$ cat config.mk
export PLATFORM = sky130hd
export DESIGN_NAME = dual_fifo_ctrl
export DESIGN_NICKNAME = d
export VERILOG_FILES = /design/src/rtl/dfc_pkg.sv /design/src/rtl/dfc_regs.sv /design/src/rtl/dfc_fifo.sv /design/src/rtl/dfc_trig.sv /design/src/rtl/dual_fifo_ctrl.sv
export SDC_FILE = /design/constraint.sdc
export NUM_CORES = 1
export LEC_CHECK = 0
export ABC_CLOCK_PERIOD_IN_PS = 2910
export CELL_PAD_IN_SITES_DETAIL_PLACEMENT = 0
export CELL_PAD_IN_SITES_GLOBAL_PLACEMENT = 1
export CORE_ASPECT_RATIO = 0.5
export CORE_UTILIZATION = 44
export CTS_CLUSTER_SIZE = 40
export DETAILED_ROUTE_END_ITERATION = 10
export PLACE_DENSITY_LB_ADDON = 0.1
export REMOVE_ABC_BUFFERS = 1
export SETUP_SLACK_MARGIN = 0.5
export SLEW_MARGIN = 20
export SYNTH_ARGS = -nofsm -noshare
export SYNTH_HDL_FRONTEND = slang
export SYNTH_SLANG_ARGS = --single-unit
$ cat constraint.sdc
create_clock -name clk -period 2.91 [get_ports clk]
set_input_delay 0.582 -clock clk [delete_from_list [all_inputs] [get_ports clk]]
set_output_delay 0.582 -clock clk [all_outputs]
set_load 0.03 [all_outputs]
$ cat src/rtl/dfc_pkg.sv
package dfc_pkg;
    localparam int unsigned THR_W  = 3;
    localparam int unsigned WORD_W = 32;

    localparam int unsigned B_RX_ASG = 31;
    localparam int unsigned B_RX_FL  = 30;
    localparam int unsigned B_RX_DMA = 29;
    localparam int unsigned B_RX_THR = 16;
    localparam int unsigned B_TX_ASG = 15;
    localparam int unsigned B_TX_FL  = 14;
    localparam int unsigned B_TX_DMA = 13;
    localparam int unsigned B_TX_THR = 0;

    localparam logic [WORD_W-1:0] FIELD_MASK = 32'hE007_E007;
    localparam logic [THR_W-1:0]  THR_RESET  = 3'd4;

    typedef struct packed {
        logic             rx_asg;
        logic             rx_flush;
        logic             rx_dma;
        logic [THR_W-1:0] rx_thr;
        logic             tx_asg;
        logic             tx_flush;
        logic             tx_dma;
        logic [THR_W-1:0] tx_thr;
    } ctl_t;
endpackage

$ cat src/rtl/dfc_regs.sv
module dfc_regs
    import dfc_pkg::*;
(
    input  logic              clk,
    input  logic              rst_n,
    input  logic              we,
    input  logic [WORD_W-1:0] wdata,
    output ctl_t              ctl,
    output logic [WORD_W-1:0] rdata
);
    ctl_t ctl_d, ctl_q;
    logic unused_rsv;

    assign unused_rsv = ^(wdata & ~FIELD_MASK);

    always_comb begin
        ctl_d          = ctl_q;
        ctl_d.rx_flush = 1'b0;
        ctl_d.tx_flush = 1'b0;
        if (we) begin
            ctl_d.rx_asg   = wdata[B_RX_ASG];
            ctl_d.rx_flush = wdata[B_RX_FL];
            ctl_d.rx_dma   = wdata[B_RX_DMA];
            ctl_d.rx_thr   = wdata[B_RX_THR +: THR_W];
            ctl_d.tx_asg   = wdata[B_TX_ASG];
            ctl_d.tx_flush = wdata[B_TX_FL];
            ctl_d.tx_dma   = wdata[B_TX_DMA];
            ctl_d.tx_thr   = wdata[B_TX_THR +: THR_W];
        end
    end

    always_ff @(posedge clk or negedge rst_n) begin
        if (!rst_n) begin
            ctl_q        <= '0;
            ctl_q.rx_thr <= THR_RESET;
            ctl_q.tx_thr <= THR_RESET;
        end else begin
            ctl_q <= ctl_d;
        end
    end

    always_comb begin
        rdata                        = '0;
        rdata[B_RX_ASG]              = ctl_q.rx_asg;
        rdata[B_RX_FL]               = ctl_q.rx_flush;
        rdata[B_RX_DMA]              = ctl_q.rx_dma;
        rdata[B_RX_THR +: THR_W]     = ctl_q.rx_thr;
        rdata[B_TX_ASG]              = ctl_q.tx_asg;
        rdata[B_TX_FL]               = ctl_q.tx_flush;
        rdata[B_TX_DMA]              = ctl_q.tx_dma;
        rdata[B_TX_THR +: THR_W]     = ctl_q.tx_thr;
    end

    assign ctl = ctl_q;

    // a flush bit lasts one cycle unless rewritten
    assert_rx_flush_self_clear_R3: assert property (@(posedge clk) disable iff (!rst_n)
        (ctl_q.rx_flush && !we) |=> !ctl_q.rx_flush);
    assert_tx_flush_self_clear_R3: assert property (@(posedge clk) disable iff (!rst_n)
        (ctl_q.tx_flush && !we) |=> !ctl_q.tx_flush);
endmodule

$ cat src/rtl/dfc_fifo.sv
module dfc_fifo #(
    parameter int unsigned DEPTH = 8,
    parameter int unsigned DW    = 8,
    localparam int unsigned PTR_W = (DEPTH > 1) ? $clog2(DEPTH) : 1,
    localparam int unsigned CNT_W = $clog2(DEPTH + 1)
) (
    input  logic             clk,
    input  logic             rst_n,
    input  logic             flush,
    input  logic             push,
    input  logic [DW-1:0]    wdata,
    input  logic             pop,
    output logic [DW-1:0]    rdata,
    output logic [CNT_W-1:0] count,
    output logic             full,
    output logic             empty
);
    typedef struct packed {
        logic [PTR_W-1:0] wr;
        logic [PTR_W-1:0] rd;
        logic [CNT_W-1:0] cnt;
    } fst_t;

    fst_t st_d, st_q;
    logic [DW-1:0] mem_q [DEPTH];
    logic push_ok, pop_ok;

    function automatic logic [PTR_W-1:0] inc_ptr(input logic [PTR_W-1:0] p);
        return (p == PTR_W'(DEPTH - 1)) ? '0 : p + 1'b1;
    endfunction

    always_comb begin
        st_d    = st_q;
        push_ok = push && !flush && (st_q.cnt != CNT_W'(DEPTH));
        pop_ok  = pop  && !flush && (st_q.cnt != '0);
        if (flush) begin
            st_d = '0;
        end else begin
            if (push_ok) st_d.wr = inc_ptr(st_q.wr);
            if (pop_ok)  st_d.rd = inc_ptr(st_q.rd);
            case ({push_ok, pop_ok})
                2'b10:   st_d.cnt = st_q.cnt + 1'b1;
                2'b01:   st_d.cnt = st_q.cnt - 1'b1;
                default: st_d.cnt = st_q.cnt;
            endcase
        end
    end

    always_ff @(posedge clk or negedge rst_n) begin
        if (!rst_n) st_q <= '0;
        else        st_q <= st_d;
    end

    always_ff @(posedge clk) begin
        if (push_ok) mem_q[st_q.wr] <= wdata;
    end

    assign rdata = mem_q[st_q.rd];
    assign count = st_q.cnt;
    assign full  = (st_q.cnt == CNT_W'(DEPTH));
    assign empty = (st_q.cnt == '0);

    // a flush leaves the FIFO empty on the next cycle
    assert_flush_empties_R4: assert property (@(posedge clk) disable iff (!rst_n)
        flush |=> (count == '0));
    // a push on a full FIFO without a pop leaves it full
    assert_no_overflow_R6: assert property (@(posedge clk) disable iff (!rst_n)
        (push && full && !pop && !flush) |=> full);
    // a pop on an empty FIFO without a push leaves it empty
    assert_no_underflow_R6: assert property (@(posedge clk) disable iff (!rst_n)
        (pop && empty && !push) |=> empty);
endmodule

$ cat src/rtl/dfc_trig.sv
module dfc_trig #(
    parameter bit          IS_RX = 1'b0,
    parameter int unsigned CNT_W = 4,
    parameter int unsigned THR_W = 3
) (
    input  logic [CNT_W-1:0] count,
    input  logic [THR_W-1:0] thr,
    input  logic             dma_en,
    input  logic             empty,
    input  logic             full,
    output logic             trig,
    output logic             req
);
    localparam int unsigned CW = (CNT_W > THR_W) ? CNT_W : THR_W;
    logic [CW-1:0] cnt_x, thr_x;

    assign cnt_x = CW'(count);
    assign thr_x = CW'(thr);

    generate
        if (IS_RX) begin : g_rx
            logic unused_full;
            assign unused_full = full;
            assign trig = (cnt_x >= thr_x);
            assign req  = dma_en && trig && !empty;
        end else begin : g_tx
            logic unused_empty;
            assign unused_empty = empty;
            assign trig = (cnt_x <= thr_x);
            assign req  = dma_en && trig && !full;
        end
    endgenerate
endmodule

$ cat src/rtl/dual_fifo_ctrl.sv
module dual_fifo_ctrl
    import dfc_pkg::*;
#(
    parameter int unsigned DEPTH = 8,
    parameter int unsigned DW    = 8,
    localparam int unsigned CNT_W = $clog2(DEPTH + 1)
) (
    input  logic              clk,
    input  logic              rst_n,
    input  logic              reg_we,
    input  logic [WORD_W-1:0] reg_wdata,
    output logic [WORD_W-1:0] reg_rdata,
    input  logic              tx_push,
    input  logic [DW-1:0]     tx_wdata,
    output logic [DW-1:0]     tx_head,
    input  logic              m_tx_pop,
    input  logic              s_tx_pop,
    input  logic              m_rx_push,
    input  logic [DW-1:0]     m_rx_data,
    input  logic              s_rx_push,
    input  logic [DW-1:0]     s_rx_data,
    input  logic              rx_pop,
    output logic [DW-1:0]     rx_rdata,
    output logic [CNT_W-1:0]  tx_count,
    output logic [CNT_W-1:0]  rx_count,
    output logic              tx_full,
    output logic              tx_empty,
    output logic              rx_full,
    output logic              rx_empty,
    output logic              tx_trig,
    output logic              rx_trig,
    output logic              tx_dma_req,
    output logic              rx_dma_req
);
    ctl_t ctl;
    logic eng_tx_pop, eng_rx_push;
    logic [DW-1:0] eng_rx_data;

    dfc_regs u_regs (
        .clk   (clk),
        .rst_n (rst_n),
        .we    (reg_we),
        .wdata (reg_wdata),
        .ctl   (ctl),
        .rdata (reg_rdata)
    );

    assign eng_tx_pop  = ctl.tx_asg ? s_tx_pop  : m_tx_pop;
    assign eng_rx_push = ctl.rx_asg ? s_rx_push : m_rx_push;
    assign eng_rx_data = ctl.rx_asg ? s_rx_data : m_rx_data;

    dfc_fifo #(.DEPTH(DEPTH), .DW(DW)) u_tx_fifo (
        .clk   (clk),
        .rst_n (rst_n),
        .flush (ctl.tx_flush),
        .push  (tx_push),
        .wdata (tx_wdata),
        .pop   (eng_tx_pop),
        .rdata (tx_head),
        .count (tx_count),
        .full  (tx_full),
        .empty (tx_empty)
    );

    dfc_fifo #(.DEPTH(DEPTH), .DW(DW)) u_rx_fifo (
        .clk   (clk),
        .rst_n (rst_n),
        .flush (ctl.rx_flush),
        .push  (eng_rx_push),
        .wdata (eng_rx_data),
        .pop   (rx_pop),
        .rdata (rx_rdata),
        .count (rx_count),
        .full  (rx_full),
        .empty (rx_empty)
    );

    dfc_trig #(.IS_RX(1'b0), .CNT_W(CNT_W), .THR_W(THR_W)) u_tx_trig (
        .count  (tx_count),
        .thr    (ctl.tx_thr),
        .dma_en (ctl.tx_dma),
        .empty  (tx_empty),
        .full   (tx_full),
        .trig   (tx_trig),
        .req    (tx_dma_req)
    );

    dfc_trig #(.IS_RX(1'b1), .CNT_W(CNT_W), .THR_W(THR_W)) u_rx_trig (
        .count  (rx_count),
        .thr    (ctl.rx_thr),
        .dma_en (ctl.rx_dma),
        .empty  (rx_empty),
        .full   (rx_full),
        .trig   (rx_trig),
        .req    (rx_dma_req)
    );

    // reserved bits never read as 1
    assert_reserved_zero_R1: assert property (@(posedge clk) disable iff (!rst_n)
        (reg_rdata & ~FIELD_MASK) == '0);
    // a disabled channel never requests
    assert_rx_dma_gated_R9: assert property (@(posedge clk) disable iff (!rst_n)
        !ctl.rx_dma |-> !rx_dma_req);
    assert_tx_dma_gated_R9: assert property (@(posedge clk) disable iff (!rst_n)
        !ctl.tx_dma |-> !tx_dma_req);
    // no receive request from an empty FIFO
    assert_rx_req_nonempty_R9: assert property (@(posedge clk) disable iff (!rst_n)
        rx_dma_req |-> !rx_empty);
    // a push from the unassigned engine alone leaves the count unchanged
    assert_unassigned_ignored_R5: assert property (@(posedge clk) disable iff (!rst_n)
        (!ctl.rx_asg && s_rx_push && !m_rx_push && !rx_pop && !ctl.rx_flush)
        |=> $stable(rx_count));
endmodule

== Word level (Yosys, flattened, before mapping) ==
Memory sizes are Yosys's and may differ from the RTL's.
Cells that the tools add are included.
Cells by class
  $add $sub $neg: 8
  magnitude comparators: 2
  equality and inequality tests: 12
  muxes and demuxes: 20
  reduce and logical (&&, ||, !) cells: 26
Operators with widths (number)
  3-bit two-way mux: 8
  10-bit two-way mux: 2
  4-bit case mux with 2 select lines: 2
  3-bit by 1-bit adder with 3-bit output (second input constant): 4
  3-bit == test (second input constant): 4
  1-bit logical AND: 12
  11-bit two-way mux: 1
  4-bit by 1-bit adder with 4-bit output (second input constant): 2
  4-bit == test (second input constant): 2
  4-bit logical NOT: 2
  8-bit two-way mux: 1
  4-bit inequality test (second input constant): 2
  2-bit nonzero test: 4
  4-bit nonzero test: 2
  4-bit by 1-bit subtractor with 4-bit output (second input constant): 2
  1-bit two-way mux: 6
  3-bit nonzero test: 2
  2-bit by 1-bit == test with 1-bit output (second input constant): 2
  2-bit == test (second input constant): 2
  4-bit by 3-bit greater-or-equal comparator with 1-bit output: 1
  4-bit by 3-bit <= comparator with 1-bit output: 1
  1-bit logical NOT: 4
Word-level totals
  bits in registers: 32
  memory bits (writable): 128
  bits of input ports: 65
  output and inout port bits: 64
  word-level logic and storage cells: 84
  memories kept: 2
Memory list
  u_rx_fifo.mem_q: words 8, bits a word 8, read ports 1, clocked after memory_dff 0, write ports 1, line dfc_fifo.sv:25  | logic [DW-1:0] mem_q [DEPTH];
  u_tx_fifo.mem_q: words 8, bits a word 8, read ports 1, clocked after memory_dff 0, write ports 1, line dfc_fifo.sv:25

== Depth between registers and ports, before layout ==
  depth after elaboration: 6
  mapped depth: 10

== Hierarchy ==
A second synthesis with hierarchy kept.
Unflattened totals
  cells, all modules: 451
  area, all modules: 7415.9 um^2
Modules (own cells, without submodules)
  dfc_fifo at u_rx_fifo: instances 1, cells each 185, area each 3245.6 um^2
  dfc_fifo at u_tx_fifo: instances 1, cells each 173, area each 3109.2 um^2
  dfc_regs: instances 1, cells each 58, area each 715.7 um^2
  dual_fifo_ctrl: instances 1, cells each 11, area each 157.7 um^2
  dfc_trig at u_tx_trig: instances 1, cells each 13, area each 102.6 um^2
  dfc_trig at u_rx_trig: instances 1, cells each 11, area each 85.1 um^2

== Least setup slack after synthesis ==
No wires, ideal clock.
  path type: flip-flop to flip-flop
  from: register u_rx_fifo.st_q, in the netlist u_rx_fifo.count[1]
  to: register u_rx_fifo.st_q, in the netlist u_rx_fifo.count[3]
  library setup time: 0.129 ns
  data arrival time: 2.811 ns
  path slack: -0.030 ns
  cell stages (with the launch flop): 10
  buffers on the path: 0
  period minus slack after synthesis: 2.940 ns
  cell sequence: dfrtp_1 nor4b_2 nor3_2 nor3_2 ha_1 a21o_2 a21oi_1 or3_1 a21boi_0 o21ai_1
On the way
  word-level cells in the longest chain between the ends: 5
  elaborated cells on any way between the ends: 11
RTL lines
  start, declared: line dfc_fifo.sv:24  | fst_t st_d, st_q;
  start signal, assigned: line dfc_fifo.sv:51  | else st_q <= st_d;
  4-bit inequality test / 4-bit nonzero test (equally long branches): line dfc_fifo.sv:34, dfc_fifo.sv:35
  1-bit logical AND (on tied branches): line dfc_fifo.sv:34, dfc_fifo.sv:35
  2-bit by 1-bit == test with 1-bit output / 2-bit == test (equally long branches): line dfc_fifo.sv:41  | case ({push_ok, pop_ok})
  4-bit case mux with 2 select lines: line dfc_fifo.sv:41
  10-bit two-way mux: line dfc_fifo.sv:36  | if (flush) begin
Parallel ways exist; a longest one is shown, timed or not.
A chain may end at the register's enable or synchronous reset.

== Worst setup path after layout ==
  from: register u_tx_fifo.st_q[4] (netlist bit)
  to: output tx_head[1]
On the way
  word-level cells in the longest chain between the ends: 1
RTL lines
  start, declared: line dfc_fifo.sv:24
  start signal, assigned: line dfc_fifo.sv:51
  memory read 8 x 8 bit
  end, declared: line dual_fifo_ctrl.sv:15  | output logic [DW-1:0] tx_head,
No other way between the ends.

==> flow_metrics.env <==
export IMPL_run_status="completed"
export IMPL_placed_cells=769
export IMPL_worst_r2r_setup_slack_ns=0.47
export IMPL_worstSetupPathType="reg2out"
export IMPL_path_delay_family="multiplexers"
export IMPL_p_total_mw=9.46
export IMPL_postCtsHoldBufs=0
export IMPL_cts_root_to_sink_buffers=2
export IMPL_insertedDiodeCount=0
export IMPL_setup_viol_count_final=0
export IMPL_drtIter0Drc=186
export IMPL_worst_slew_pin_transition_ns=0.631
export IMPL_path_cells="buf_6 -> buf_12 -> buf_16 -> mux4_2 -> mux2_2 -> buf_6"
export IMPL_floorplan_core_area_um2=15700
export IMPL_die_height_um=92.8
export IMPL_timing_critical_path_to="tx_head[1]"
export IMPL_floorplan_die_area_um2=17000
export IMPL_power_density_nw_per_um2=972
export IMPL_finish_utilization=0.618
export IMPL_synth_top_cells_by_count="128 x sky130_fd_sc_hd__edfxtp_1, 33 x sky130_fd_sc_hd__buf_4, 32 x sky130_fd_sc_hd__mux4_2"
export IMPL_dominantRegCellSynth="sky130_fd_sc_hd__edfxtp_1"
export IMPL_peak_fanout_along_the_critical_path=8
export IMPL_clock_sinks=160
export IMPL_drt_wirelength_per_cell_um=17.8
export IMPL_timing_critical_path_to_type="output port"
export IMPL_place_detailed_hpwl_um=9330
export IMPL_synth_area_per_cell_um2=16.3
export IMPL_fin_nets=681
export IMPL_path_buf_inv=4
export IMPL_timing_final_crit_share=0.910
export IMPL_worst_setup_hold_path_clk_slew_ns=0.06
export IMPL_finalHoldViolations=0
export IMPL_maxCapViolations=0
export IMPL_number_of_antenna_violations_at_the_first_check_in_global_routing=0
export IMPL_synth_yosys_seq_area_share=0.640
export IMPL_cts_buffers_inserted=17
export IMPL_synth_most_common_cell="sky130_fd_sc_hd__edfxtp_1"
export IMPL_final_layout_size_suffix_gt1_frac=0.385
export IMPL_placed_area_um2=8530
export IMPL_worst_r2r_startpoint="u_tx_fifo.count[1]$_DFFE_PN0P_"
export IMPL_detailed_route_drc_error_count=0
export IMPL_dr_pass1_iters=4
export IMPL_synth_top_cells_by_area="sky130_fd_sc_hd__edfxtp_1 53%, sky130_fd_sc_hd__dfrtp_1 10%, sky130_fd_sc_hd__mux4_2 9.9%"
export IMPL_worst_path_most_repeated_cell="sky130_fd_sc_hd__buf_6"
export IMPL_critical_path_s_slowest_cell="sky130_fd_sc_hd__mux4_2"
export IMPL_grt_usage=0.189
export IMPL_initial_core_utilization=0.461
export IMPL_die_width_um=184
export IMPL_row_count=32
export IMPL_yosys_cell_types_count=57
export IMPL_pin_count=129
export IMPL_timing_critical_path_slowest_cell_delay_ns=0.43
export IMPL_finalWeightedCongestion=0.755
export IMPL_clock_insertion_delay_worst_skew_ns=0.42
export IMPL_crit_reg2reg_capture="u_tx_fifo.count[3]$_DFFE_PN0P_"
export IMPL_grt_setup_unrepaired="yes"
export IMPL_mappedNetlistArea_um2=7260
export IMPL_worst_ep_arrival_time_ns=2.07
export IMPL_route_antenna_remaining_nets=0
export IMPL_pre_cts_ws_ns=-0.0560
export IMPL_synth_cells=445
export IMPL_tritoncts="done"
export IMPL_power_static_leakage_nw=3.65
export IMPL_avgViaCountPerCell=5.08
export IMPL_critical_path_cell_count=6
export IMPL_first_global_vias=4286
export IMPL_area_growth_synth_to_final_pct=34.1
export IMPL_period_needed_ns=2.65
export IMPL_fmax_mhz=377
export IMPL_grt_remaining_overflow=0
export IMPL_yosys_warnings=0
export IMPL_slew_margin_rel=0.578
export IMPL_cell_type_contributing_the_most_total_cell_area_after_synthesis="sky130_fd_sc_hd__edfxtp_1"
export IMPL_cp_data_required_time_ns=2.33
export IMPL_hold_class="reg2reg"
export IMPL_fin_area_um2=9730
export IMPL_ir_worst_vdd_uv=614
export IMPL_timing_reg2reg_worst_path_depth=10
export IMPL_fin_ws_ns=0.261
export IMPL_grt_max_degree=33
export IMPL_proportion_of_netlist_area_held_by_the_largest_area_contributor=0.530
export IMPL_grt_pass1_wl_um=23600
export IMPL_worst_setup_path_start_kind="flip-flop"
export IMPL_routed_wirelength_um=14800
export IMPL_finalClockSkew_ns=0.00753
export IMPL_drv_slew=0
export IMPL_crit_start="u_tx_fifo.st_q[4]$_DFFE_PN0P_"
export IMPL_routed_via_count=4224
export IMPL_final_cell_count_no_fill=831
export IMPL_htree_num_levels=4
export IMPL_clk_root_buffer_cell="sky130_fd_sc_hd__clkbuf_16"
export IMPL_port_buffer_cells=88
export IMPL_synth_ff_latch_count=160
export IMPL_synth_edf_count=128
export IMPL_synth_async_sr_flop_share=0.200
==> flip-flops by register name (all words and copies together), names as in the netlist <==
signal	flops
u_rx_fifo.st_q	6
u_tx_fifo.st_q	6
u_rx_fifo.count	4
u_regs.ctl	12
u_tx_fifo.count	4
u_rx_fifo.mem_q	64
u_tx_fifo.mem_q	64
==> timing repair <==
item                                   CTS  global route
pin swaps                                6            12
setup buffers                           12            16
setup endpoints to repair               28            28
gates cloned                             2             0
endpoints found under the hold margin    0             0
gates resized for setup                158            36
==> routing by layer <==
metal / global-route usage / up-vias / wire length [µm]
met2: 0.307 / 93 / 7180
met1: 0.258 / 2140 / 6910
met5: 0 / - / 0
li1: - / 1981 / -
met4: 0.0465 / 0 / 98
met3: 0.0417 / 10 / 642
==> power by group <==
group	switching, mW	internal (mW)	total, mW
logic	1.92	2.17	4.09
registers	0.274	2.79	3.06
clock network	0.881	1.43	2.31
==> metrics by stage <==
step	hold WS (ns)	setup TNS [ns]
6_report	0.506	0
5_1_grt	0.550	0
4_1_cts	0.512	0
3_5_place_dp	0.502	-0.0560
3_3_place_gp	0.497	0
2_1_floorplan	0.286	-0.329
==> how the worst min path moves through the flow <==
stage                              startpoint                         to  slack [ns]  cells after the start
floorplan                               rst_n  u_regs.ctl[0]$_DFFE_PN0P_        0.29                      0
global placement    u_regs.ctl[8]$_DFFE_PN1P_  u_regs.ctl[8]$_DFFE_PN1P_        0.50                      2
detailed placement  u_regs.ctl[8]$_DFFE_PN1P_  u_regs.ctl[8]$_DFFE_PN1P_        0.50                      2
CTS                 u_regs.ctl[8]$_DFFE_PN1P_  u_regs.ctl[8]$_DFFE_PN1P_        0.51                      2
global route        u_regs.ctl[8]$_DFFE_PN1P_  u_regs.ctl[8]$_DFFE_PN1P_        0.55                      2
finish              u_regs.ctl[8]$_DFFE_PN1P_  u_regs.ctl[8]$_DFFE_PN1P_        0.51                      2
==> layout by cell type (no fill, tap or decap), types with 9 or more instances in the layout <==
cell,instances
sky130_fd_sc_hd__nand3_1,9
sky130_fd_sc_hd__nor2_1,10
sky130_fd_sc_hd__buf_4,61
sky130_fd_sc_hd__mux2_4,13
sky130_fd_sc_hd__edfxtp_1,128
sky130_fd_sc_hd__conb_1,20
sky130_fd_sc_hd__clkbuf_16,17
sky130_fd_sc_hd__clkdlybuf4s50_1,63
sky130_fd_sc_hd__mux2_2,19
sky130_fd_sc_hd__dfrtp_1,26
sky130_fd_sc_hd__nand2_1,23
sky130_fd_sc_hd__mux4_2,32
sky130_fd_sc_hd__buf_6,30
sky130_fd_sc_hd__ha_1,12
==> logic make-up after synthesis <==
kind of cell,count (synthesis),synth area share
flip-flops,160,0.640
AO/OA/AOI/OAI,39,0.0393
multiplexers,69,0.156
other,1,0.000517
buffers and inverters,64,0.0535
XOR/XNOR,5,0.00604
adder cells (fa/ha/maj),19,0.0348
AND/OR/NAND/NOR,88,0.0695
==> final cells by class <==
class | instances | area, µm²
Fill cell | 1197 | 6000
Sequential cell | 160 | 4650
Multi-Input combinational cell | 240 | 2520
Timing Repair Buffer | 167 | 1630
Clock buffer | 17 | 425
Tap cell | 221 | 277
Clock inverter | 15 | 191
Inverter | 11 | 41.3
==> worst min-delay path: stages, from the launching register on <==
cell                      delay, ns
sky130_fd_sc_hd__dfstp_2       0.37
sky130_fd_sc_hd__inv_1         0.06
sky130_fd_sc_hd__o21ai_0       0.07
(Power assumes the default switching activity.)
